`src/rtl/sysctl_pkg.sv`:
```
package sysctl_pkg;
   localparam int unsigned BYTE_W    = 8;
   localparam int unsigned ADDR_BITS = 8;
   localparam logic [7:0]  OFS_REV   = 8'h08;
   localparam int unsigned REV_BYTES = 2;
   localparam int unsigned REV_VALUE = 3;
   localparam logic [7:0]  OFS_STAT  = 8'h50;
   localparam logic [7:0]  OFS_MASK  = 8'h52;
   localparam logic [7:0]  OFS_ROUTE = 8'h54;

   // configuration storage: base address and size in bytes
   localparam int unsigned NUM_CFG = 22;
   localparam int unsigned CFG_BASE [NUM_CFG] = '{
      32'h60, 32'h64, 32'h68, 32'h6C, 32'h70, 32'h78, 32'h7C, 32'h80,
      32'h84, 32'h88, 32'h8C, 32'h90, 32'h94, 32'h98, 32'h9A, 32'h9C,
      32'hA0, 32'hA1, 32'hE0, 32'hE4, 32'hFC, 32'hFF};
   localparam int unsigned CFG_SIZE [NUM_CFG] = '{
      2, 3, 3, 3, 3, 3, 3, 3,
      3, 3, 2, 2, 2, 2, 2, 4,
      1, 1, 1, 2, 1, 1};
endpackage

```
`src/rtl/sysctl_byte_reg.sv`:
```
module sysctl_byte_reg #(
   parameter int unsigned ADDR_W = 8,
   parameter int unsigned DATA_W = 8,
   parameter int unsigned NBYTES = 2,
   parameter int unsigned BASE   = 0
) (
   input  logic              clk,
   input  logic              rst_n,
   input  logic              wr_en,
   input  logic [ADDR_W-1:0] addr,
   input  logic [DATA_W-1:0] wdata,
   output logic [DATA_W-1:0] rd_data,
   output logic              hit
);
   localparam int unsigned LAST = BASE + NBYTES - 1;

   if (NBYTES < 1 || NBYTES > 4) begin : g_bad_size
      $error("sysctl_byte_reg: NBYTES must be 1 to 4");
   end
   if (LAST >= (1 << ADDR_W)) begin : g_bad_base
      $error("sysctl_byte_reg: register exceeds address space");
   end

   logic [NBYTES-1:0] sel;
   logic [DATA_W-1:0] lane_q [NBYTES];

   for (genvar j = 0; j < NBYTES; j++) begin : g_lane
      localparam logic [ADDR_W-1:0] LANE_ADDR = ADDR_W'(BASE + j);
      assign sel[j] = (addr == LANE_ADDR);

      always_ff @(posedge clk or negedge rst_n) begin
         if (!rst_n)                lane_q[j] <= '0;
         else if (wr_en && sel[j])  lane_q[j] <= wdata;
      end

      AST_LANE_HOLD: assert property (@(posedge clk) disable iff (!rst_n)
         !(wr_en && sel[j]) |=> $stable(lane_q[j]));
   end

   always_comb begin
      rd_data = '0;
      for (int k = 0; k < NBYTES; k++) begin
         if (sel[k]) rd_data = lane_q[k];
      end
   end

   assign hit = |sel;
endmodule

```
`src/rtl/sysctl_rev_const.sv`:
```
module sysctl_rev_const #(
   parameter int unsigned ADDR_W = 8,
   parameter int unsigned DATA_W = 8,
   parameter int unsigned BASE   = 8,
   parameter int unsigned NBYTES = 2,
   parameter int unsigned VALUE  = 3
) (
   input  logic [ADDR_W-1:0] addr,
   output logic [DATA_W-1:0] rd_data,
   output logic              hit
);
   localparam int unsigned TOTAL_W = NBYTES * DATA_W;
   localparam logic [TOTAL_W-1:0] VAL_VEC = TOTAL_W'(VALUE);

   if (NBYTES < 1 || NBYTES > 4) begin : g_bad_size
      $error("sysctl_rev_const: NBYTES must be 1 to 4");
   end

   logic [NBYTES-1:0] sel;
   for (genvar j = 0; j < NBYTES; j++) begin : g_sel
      localparam logic [ADDR_W-1:0] LANE_ADDR = ADDR_W'(BASE + j);
      assign sel[j] = (addr == LANE_ADDR);
   end

   always_comb begin
      rd_data = '0;
      for (int k = 0; k < NBYTES; k++) begin
         if (sel[k]) rd_data = VAL_VEC[k*DATA_W +: DATA_W];
      end
   end

   assign hit = |sel;
endmodule

```
`src/rtl/sysctl_irq_combiner.sv`:
```
module sysctl_irq_combiner #(
   parameter int unsigned ADDR_W    = 8,
   parameter int unsigned DATA_W    = 8,
   parameter int unsigned N_SUB     = 8,
   parameter logic [ADDR_W-1:0] STAT_OFS  = 8'h50,
   parameter logic [ADDR_W-1:0] MASK_OFS  = 8'h52,
   parameter logic [ADDR_W-1:0] ROUTE_OFS = 8'h54
) (
   input  logic              clk,
   input  logic              rst_n,
   input  logic              wr_en,
   input  logic [ADDR_W-1:0] addr,
   input  logic [DATA_W-1:0] wdata,
   input  logic [N_SUB-1:0]  sub_irq,
   output logic [DATA_W-1:0] rd_data,
   output logic              hit,
   output logic              irq_out
);
   if (N_SUB < 1 || N_SUB > DATA_W) begin : g_bad_sub
      $error("sysctl_irq_combiner: N_SUB must be 1 to DATA_W");
   end

   logic [DATA_W-1:0] status_q, status_d;
   logic [DATA_W-1:0] mask_q, route_q;
   logic [N_SUB-1:0]  sub_seen_q;
   logic              irq_q;
   logic              wr_stat, wr_mask, wr_route;

   assign wr_stat  = wr_en && (addr == STAT_OFS);
   assign wr_mask  = wr_en && (addr == MASK_OFS);
   assign wr_route = wr_en && (addr == ROUTE_OFS);

   // per-bit next status: tracked lines take an edge first, spare bits are host-only
   for (genvar i = 0; i < DATA_W; i++) begin : g_stat
      if (i < N_SUB) begin : g_tracked
         always_comb begin
            if (sub_irq[i] != sub_seen_q[i]) status_d[i] = sub_irq[i];
            else if (wr_stat)                status_d[i] = wdata[i];
            else                             status_d[i] = status_q[i];
         end

         AST_SUB_FOLLOW: assert property (@(posedge clk) disable iff (!rst_n)
            (sub_irq[i] != sub_seen_q[i]) |=> (status_q[i] == $past(sub_irq[i])));
         AST_WRITE_KEEP: assert property (@(posedge clk) disable iff (!rst_n)
            (wr_stat && (sub_irq[i] == sub_seen_q[i])) |=> (status_q[i] == $past(wdata[i])));
      end else begin : g_plain
         always_comb status_d[i] = wr_stat ? wdata[i] : status_q[i];
      end
   end

   always_ff @(posedge clk or negedge rst_n) begin
      if (!rst_n) begin
         status_q   <= '0;
         mask_q     <= '0;
         route_q    <= '0;
         sub_seen_q <= '0;
         irq_q      <= 1'b0;
      end else begin
         status_q   <= status_d;
         sub_seen_q <= sub_irq;
         if (wr_mask)  mask_q  <= wdata;
         if (wr_route) route_q <= wdata;
         irq_q      <= |(status_q & mask_q);
      end
   end

   assign irq_out = irq_q;

   always_comb begin
      hit     = 1'b1;
      rd_data = '0;
      if (addr == STAT_OFS)       rd_data = status_q;
      else if (addr == MASK_OFS)  rd_data = mask_q;
      else if (addr == ROUTE_OFS) rd_data = route_q;
      else                        hit = 1'b0;
   end

   AST_IRQ_RAISE: assert property (@(posedge clk) disable iff (!rst_n)
      (|(status_q & mask_q)) |=> irq_out);
   AST_IRQ_QUIET: assert property (@(posedge clk) disable iff (!rst_n)
      !(|(status_q & mask_q)) |=> !irq_out);
endmodule

```
`src/rtl/sysctl_regfile.sv`:
```
module sysctl_regfile
   import sysctl_pkg::*;
#(
   parameter int unsigned ADDR_W = ADDR_BITS,
   parameter int unsigned DATA_W = BYTE_W,
   parameter int unsigned N_SUB  = 8
) (
   input  logic              clk,
   input  logic              rst_n,
   input  logic              wr_en,
   input  logic [ADDR_W-1:0] addr,
   input  logic [DATA_W-1:0] wdata,
   output logic [DATA_W-1:0] rdata,
   input  logic [N_SUB-1:0]  sub_irq,
   output logic              irq_out
);
   localparam int unsigned N_SRC = NUM_CFG + 2;

   if (DATA_W != BYTE_W) begin : g_bad_width
      $error("sysctl_regfile: the access port is one byte wide");
   end
   if (ADDR_W != ADDR_BITS) begin : g_bad_addr
      $error("sysctl_regfile: register map assumes an 8-bit address");
   end

   logic [DATA_W-1:0] src_data [N_SRC];
   logic [N_SRC-1:0]  src_hit;

   sysctl_rev_const #(
      .ADDR_W (ADDR_W),
      .DATA_W (DATA_W),
      .BASE   (int'(OFS_REV)),
      .NBYTES (REV_BYTES),
      .VALUE  (REV_VALUE)
   ) i_rev (
      .addr    (addr),
      .rd_data (src_data[0]),
      .hit     (src_hit[0])
   );

   sysctl_irq_combiner #(
      .ADDR_W    (ADDR_W),
      .DATA_W    (DATA_W),
      .N_SUB     (N_SUB),
      .STAT_OFS  (ADDR_W'(OFS_STAT)),
      .MASK_OFS  (ADDR_W'(OFS_MASK)),
      .ROUTE_OFS (ADDR_W'(OFS_ROUTE))
   ) i_irq (
      .clk     (clk),
      .rst_n   (rst_n),
      .wr_en   (wr_en),
      .addr    (addr),
      .wdata   (wdata),
      .sub_irq (sub_irq),
      .rd_data (src_data[1]),
      .hit     (src_hit[1]),
      .irq_out (irq_out)
   );

   for (genvar g = 0; g < NUM_CFG; g++) begin : g_cfg
      sysctl_byte_reg #(
         .ADDR_W (ADDR_W),
         .DATA_W (DATA_W),
         .NBYTES (CFG_SIZE[g]),
         .BASE   (CFG_BASE[g])
      ) i_reg (
         .clk     (clk),
         .rst_n   (rst_n),
         .wr_en   (wr_en),
         .addr    (addr),
         .wdata   (wdata),
         .rd_data (src_data[g+2]),
         .hit     (src_hit[g+2])
      );
   end

   // decoders are disjoint, so an OR of the sources is the read mux
   always_comb begin
      rdata = '0;
      for (int s = 0; s < N_SRC; s++) rdata = rdata | src_data[s];
   end

   AST_DECODE_ONEHOT: assert property (@(posedge clk) disable iff (!rst_n)
      $onehot0(src_hit));
   AST_UNMAPPED_ZERO: assert property (@(posedge clk) disable iff (!rst_n)
      (src_hit == '0) |-> (rdata == '0));
endmodule

```
`config.mk`:
```
export PLATFORM = sky130hd
export DESIGN_NAME = sysctl_regfile
export DESIGN_NICKNAME = d
export VERILOG_FILES = /design/src/rtl/sysctl_pkg.sv /design/src/rtl/sysctl_byte_reg.sv /design/src/rtl/sysctl_rev_const.sv /design/src/rtl/sysctl_irq_combiner.sv /design/src/rtl/sysctl_regfile.sv
export SDC_FILE = /design/constraint.sdc
export NUM_CORES = 1
export LEC_CHECK = 0
export CAP_MARGIN = 20
export CORE_MARGIN = 8
export CORE_UTILIZATION = 35
export CTS_BUF_LIST = sky130_fd_sc_hd__clkbuf_8
export DETAILED_ROUTE_END_ITERATION = 16
export DONT_BUFFER_PORTS = 1
export PLACE_DENSITY_LB_ADDON = 0.1
export SETUP_SLACK_MARGIN = 0.2
export SYNTH_ARGS = -nofsm -noshare
export SYNTH_HDL_FRONTEND = slang
export SYNTH_HIERARCHICAL = 1
export SYNTH_SLANG_ARGS = --single-unit
```
`constraint.sdc`:
```
create_clock -name clk -period 2.8 [get_ports clk]
set_clock_uncertainty 0.15 [all_clocks]
set_input_delay 0 -clock clk [delete_from_list [all_inputs] [get_ports clk]]
set_output_delay 0 -clock clk [all_outputs]
set_load 0.1 [all_outputs]
```
==> metrics.md, run 1 <==
| Metric | Value |
|---|---|
| Share of post-route cells with drive strength above 1 | `41.1%` |
| Critical path class | `in2out` |
| Worst-Skew Late Latency | `0.66 ns` |
| Clock-pin slew on the worst setup and hold paths | `0.05 ns` |
| # setup viols final | `0` |
| Die X | `267 microns` |
| Final instance area | `26600 sq um` |
| Syn avg cell area | `13.0 sq um` |
| CP Launch Type | `input pin` |
| Number of buffers created by CTS | `83` |
| Dpl cell area | `22900 sq um` |
| CTS tree | `done` |
| Die area | `71100 sq um` |
| GRT Overall Usage | `18.8%` |
| Switching Share | `24.9%` |
| H-tree Lvls | `3` |
| Post-Route WL | `66300 microns` |
| Die Ht | `267 microns` |
| Combinational power share | `8.7%` |
| Element type at the critical path end | `output port` |
| CP required | `2.65 ns` |
| Initial core utilization | `35.1%` |
| Hold slack final | `-1.10 ns` |
| Min Tclk post-route | `2.70 ns` |
| Residual DRC count | `0` |
| Final net count | `1915` |
| DR vias | `14400` |
| Part of the power in the clock network | `43.4%` |
| Root Driver | `clkbuf_8` |
| Max-cap violations | `0` |
| GRT overflow | `0` |
| Via density | `5.14` |
| Status | `finished, violations left` |
| RSZ-0062 raised after global routing | `true` |
| Final setup TNS | `0 ns` |
| Final Hold Viols | `433` |
| Peak supply drop | `0.249 mV` |
| Cells after Synth | `1688` |
| Worst Path Max Fanout | `21` |
| Yosys warns | `6` |
| Finished Layout Cells | `2790` |
| Net switching power | `3.51 mW` |
| CORE AREA | `62600 sq um` |
| Vias in the first global route | `15500` |
| Lkg Pwr | `12.7 nW` |
| Final antenna-violating net count | `0` |
| Max Slew Vio Count | `0` |
| Dpl cells | `2509` |
| Period utilization | `96.5%` |
| First-pass DRT Iterations | `5` |
| Crit path from | `addr[7]` |
| Flop pwr share | `47.9%` |
| Slew margin rel. | `6.26%` |
| Num rows | `92` |
| First-pass GRT wire length | `101000 microns` |
| Int Power | `10.6 mW` |
| Power Dens Cells | `530 nW/um^2` |
| Arr. time, crit path | `2.55 ns` |
| Worst hold path class | `in2async` |
| Final Wtd Congestion | `0.765` |
| Failing checks | `hold timing` |
| Clock tree buffer depth | `3` |
| Initial antenna violation count | `5` |
| Maximum clock rate | `370 MHz` |
| Worst-Margin Slew | `1.41 ns` |
| IO Port Bufs | `0` |
| I/O pin count | `36` |
| Synthesized area | `22000 sq um` |
| Post-layout util | `42.4%` |
| CTS Hold Bufs | `130` |
| Drt wl/cell | `23.8 microns` |
| Most frequent cells in the layout | `433 x dfrtp_1, 346 x mux2_2, 128 x mux2i_1, 112 x dlygate4sd3_1, 103 x clkbuf_8` |
| Initial DRC Count | `800` |
| Area Overhead vs Synth | `20.8%` |
| Sink Count | `433` |
| Worst r2r src | `i_irq/sub_seen_q[5]` |
| Commonest non-fill, non-tap cell in the layout | `dfrtp_1` |
| Detailed placer's ending HPWL | `34600 microns` |
| Largest net degree at the start of global routing | `434` |
[metal layers]
| layer | GRT usage (%) | part of all wire, % |
|---|---|---|
| met2 | 29.5 | 46 |
| met5 | 0 | 0.054 |
| met1 | 25.4 | 46 |
| met4 | 6.40 | 2.5 |
| met3 | 4.26 | 4.8 |
[final timing paths]
| kind | end | slack (ns) | cells past startpoint |
|---|---|---|---|
| min in group clk | g_cfg[15].i_reg/lane_q[18] | 0.08 | 3 |
| max in group asynchronous | i_irq/sub_seen_q[6] | 2.46 | 0 |
| min reg2reg | g_cfg[5].i_reg/lane_q[13] | 0.35 | 1 |
| min | g_cfg[19].i_reg/lane_q[2] | -1.10 | 0 |
| max reg2reg | i_irq/status_q[5] | 0.78 | 5 |
| max | rdata[3] | 0.1 | 8 |
[layout make-up]
| cell class | count | area [sq um] |
|---|---|---|
| Fill cell | 5907 | 36000 |
| Sequential cell | 433 | 10800 |
| Clock inverter | 36 | 183 |
| Timing Repair Buffer | 181 | 2050 |
| Clock buffer | 103 | 1420 |
| Antenna cell | 2 | 5.00 |
| Multi-Input combinational cell | 1182 | 11000 |
| Tap cell | 846 | 1060 |
| Inverter | 7 | 26.3 |
[state kept, by name (all words and copies together), names as in the netlist]
name and cells:
i_irq/mask_q 8, i_irq/route_q 8, i_irq/sub_seen_q 8, i_irq/irq_out 1, g_cfg.i_reg/lane_q 400, i_irq/status_q 8
[critical path, stage by stage]
cell and delay (ns):
buf_12 0.15, dlygate4sd3_1 0.71, nand2b_1 0.30, or2_2 0.29
a21oi_1 0.07, nor4_1 0.65, nand3_4 0.15, buf_12 0.20
[repair_timing]
item / in CTS / in global routing
setup endpoints to repair: 8 / 9
pin swaps: 23 / 20
resized for setup: 73 / 11
buffers inserted: 8 / 2
hold endpoints to repair: 865 / 433
[through the flow]
stage / setup WS, ns / power [mW]
floorplan: 0.545 / 7.53
global placement: 0.376 / 7.57
detailed placement: 0.393 / 7.60
CTS: 0.0328 / 14.3
global route: 0.00299 / 14.7
finish: 0.0988 / 14.1
[power by group through the flow]
stage / Sequential, mW / Combinational [mW] / Clock, mW
after CTS: 6.74 / 1.23 / 6.35
after floorplan: 6.81 / 0.722 / 0
after global placement: 6.84 / 0.729 / 0
after detailed placement: 6.85 / 0.744 / 0
after global routing: 6.78 / 1.31 / 6.63
final: 6.74 / 1.23 / 6.11
(Power assumes the default switching activity.)
==> run 2, diff against run 1 <==
Settings changed: CORE_UTILIZATION 35 to 40.
==> run 2 against run 1 <==
  * The flow finishes with violations (hold timing, slew limit)
  * Routed wire length about the same
  * Combinational power is essentially flat
  * Clock power is 3% lower
  * Setup slack improved by 0.049 ns
  * Critical path depth decreased by 2
  * Highest routed layer unchanged
==> metrics.md, run 2 (synthesis gave the netlist of run 1 again) <==
| Metric | Value |
|---|---|
| Worst path max stage delay | `0.52 ns` |
| Largest Register | `g_cfg.i_reg/lane_q` |
| Die Ht | `251 microns` |
| Clock tree buffer depth | `3` |
| RR Endpoint | `g_cfg[9].i_reg/lane_q[18]` |
| Crit path capture | `rdata[3]` |
| Element type at the critical path end | `output port` |
| Critical path class | `reg2out` |
| Period utilization | `94.7%` |
| Root Driver | `clkbuf_8` |
| Worst hold path class | `in2async` |
| Worst-Skew Late Latency | `0.63 ns` |
| First-pass DRT Iterations | `5` |
| GRT overflow | `0` |
| Max reg flops | `400` |
| R2R depth | `2` |
| DP Worst Slack | `0.497 ns` |
| Crit-path slowest cell | `nor4_1` |
| Combinational power share | `9.0%` |
| Num rows | `86` |
| Final antenna-violating net count | `0` |
| Initial DRC Count | `822` |
| RSZ-0062 raised after global routing | `true` |
| Critical path cell sequence | `mux2i_1 > nor2_1 > nor4_1 > and4_4 > nand3_4 > buf_12` |
| CP required | `2.65 ns` |
| Final setup TNS | `0 ns` |
| Switching Share | `25.0%` |
| CTS tree | `done` |
| CP Buf/Inv Count | `1` |
| CP delay by family, top | `simple AND/OR/NAND/NOR gates` |
| Maximum clock rate | `377 MHz` |
| Final Hold Viols | `433` |
| Arr. time, crit path | `2.50 ns` |
| Number of buffers created by CTS | `80` |
| Residual DRC count | `0` |
| Slew margin rel. | `-3.98%` |
| Peak supply drop | `0.382 mV` |
| Clock-pin slew on the worst setup and hold paths | `0.06 ns` |
| First-pass GRT wire length | `99700 microns` |
| Worst Path Max Fanout | `2` |
| GRT Overall Usage | `20.9%` |
| Worst-Margin Slew | `1.56 ns` |
| Min Tclk post-route | `2.65 ns` |
| Via density | `5.49` |
| Fillers | `4934` |
| Status | `finished, violations left` |
| Crit path from | `g_cfg[12].i_reg/lane_q[3]` |
| Largest net degree at the start of global routing | `434` |
| Reg2Reg Setup Slack | `1.32 ns` |
| Final Wtd Congestion | `0.778` |
| Hold slack final | `-1.09 ns` |
| Die area | `62800 sq um` |
| H-tree Lvls | `3` |
| Post-Route WL | `66300 microns` |
| Lkg Pwr | `12.6 nW` |
| Initial antenna violation count | `7` |
| Commonest non-fill, non-tap cell in the layout | `dfrtp_1` |
| Worst r2r src | `g_cfg[9].i_reg/lane_q[18]` |
| Flop pwr share | `48.4%` |
| Max-cap violations | `0` |
| Share of post-route cells with drive strength above 1 | `39.7%` |
| Final net count | `1917` |
| IO Port Bufs | `0` |
| # setup viols final | `0` |
| Setup ws final | `0.147 ns` |
| CORE AREA | `54800 sq um` |
| DR vias | `14600` |
| Detailed placer's ending HPWL | `32300 microns` |
| Failing checks | `hold timing, slew limit` |
| Drt wl/cell | `25.0 microns` |
| Sink Count | `433` |
| Die X | `251 microns` |
| Part of the power in the clock network | `42.6%` |
| Int Power | `10.4 mW` |
| Most frequent cells in the layout | `433 x dfrtp_1, 346 x mux2_2, 136 x dlygate4sd3_1, 128 x mux2i_1, 102 x clkbuf_8` |
| Vias in the first global route | `15600` |
| Cell depth of the worst setup path | `6` |
| CP Launch Type | `flip-flop` |
| Area Overhead vs Synth | `20.2%` |
| I/O pin count | `36` |
| Power Dens Cells | `527 nW/um^2` |
| Initial core utilization | `40.2%` |
| Net switching power | `3.48 mW` |
| Max Slew Vio Count | `123` |
| CTS Hold Bufs | `155` |
## run 2: layout make-up
class	count	area (sq um)	share of cell area (%)
inverter	7	26.3	0.0994
multi-input combinational	1182	11000	41.6
tap	704	881	3.33
antenna	2	5.00	0.0189
clock buffer	102	1400	5.31
timing repair buffer	186	2140	8.11
clock inverter	35	145	0.549
sequential	433	10800	41.0
## run 2: stage by stage
| step | instance area [sq um] | std cells | utilization (%) | hold WS (ns) | power, mW |
|---|---|---|---|---|---|
| after floorplan | 22000 | 1693 | - | -0.446 | 7.53 |
| final | 26400 | 2651 | 48.3 | -1.09 | 13.9 |
| after detailed placement | 22600 | 2348 | 41.2 | -0.429 | 7.58 |
| after CTS | 26400 | 2646 | 48.1 | -1.16 | 14.1 |
| after global routing | 26400 | 2650 | 48.3 | -1.15 | 14.5 |
| after global placement | 22600 | 2348 | 41.2 | -0.425 | 7.56 |
## run 2: layer usage
layer  GRT usage, %  wire [microns]  vias up
met2           33.4           30900      311
li1               -               -     6517
met5              0              13        -
met1           27.2           29400     7589
met4           9.29            2930        2
met3           4.52            2930      147
## run 2: power groups by stage
stage	registers [mW]	clock network (mW)	logic, mW
6_report	6.74	5.93	1.25
5_1_grt	6.78	6.41	1.33
3_5_place_dp	6.85	0	0.733
4_1_cts	6.74	6.14	1.24
3_3_place_gp	6.84	0	0.718
2_1_floorplan	6.81	0	0.722
## run 2: worst min-delay path by stage
stage,endpoint,slack (ns),startpoint
after floorplan,g_cfg[0].i_reg/lane_q[0],-0.45,rst_n
after detailed placement,g_cfg[9].i_reg/lane_q[16],-0.43,rst_n
after CTS,g_cfg[9].i_reg/lane_q[14],-1.16,rst_n
after global placement,g_cfg[9].i_reg/lane_q[16],-0.42,rst_n
after global routing,g_cfg[9].i_reg/lane_q[16],-1.15,rst_n
final,g_cfg[9].i_reg/lane_q[16],-1.09,rst_n
## run 2: repair_timing
item,4_1_cts,5_1_grt
gates cloned,0,1
pin swaps,22,7
resized for setup,81,9
endpoints found under the setup margin,8,25
setup buffers,6,2
endpoints found under the hold margin,865,433
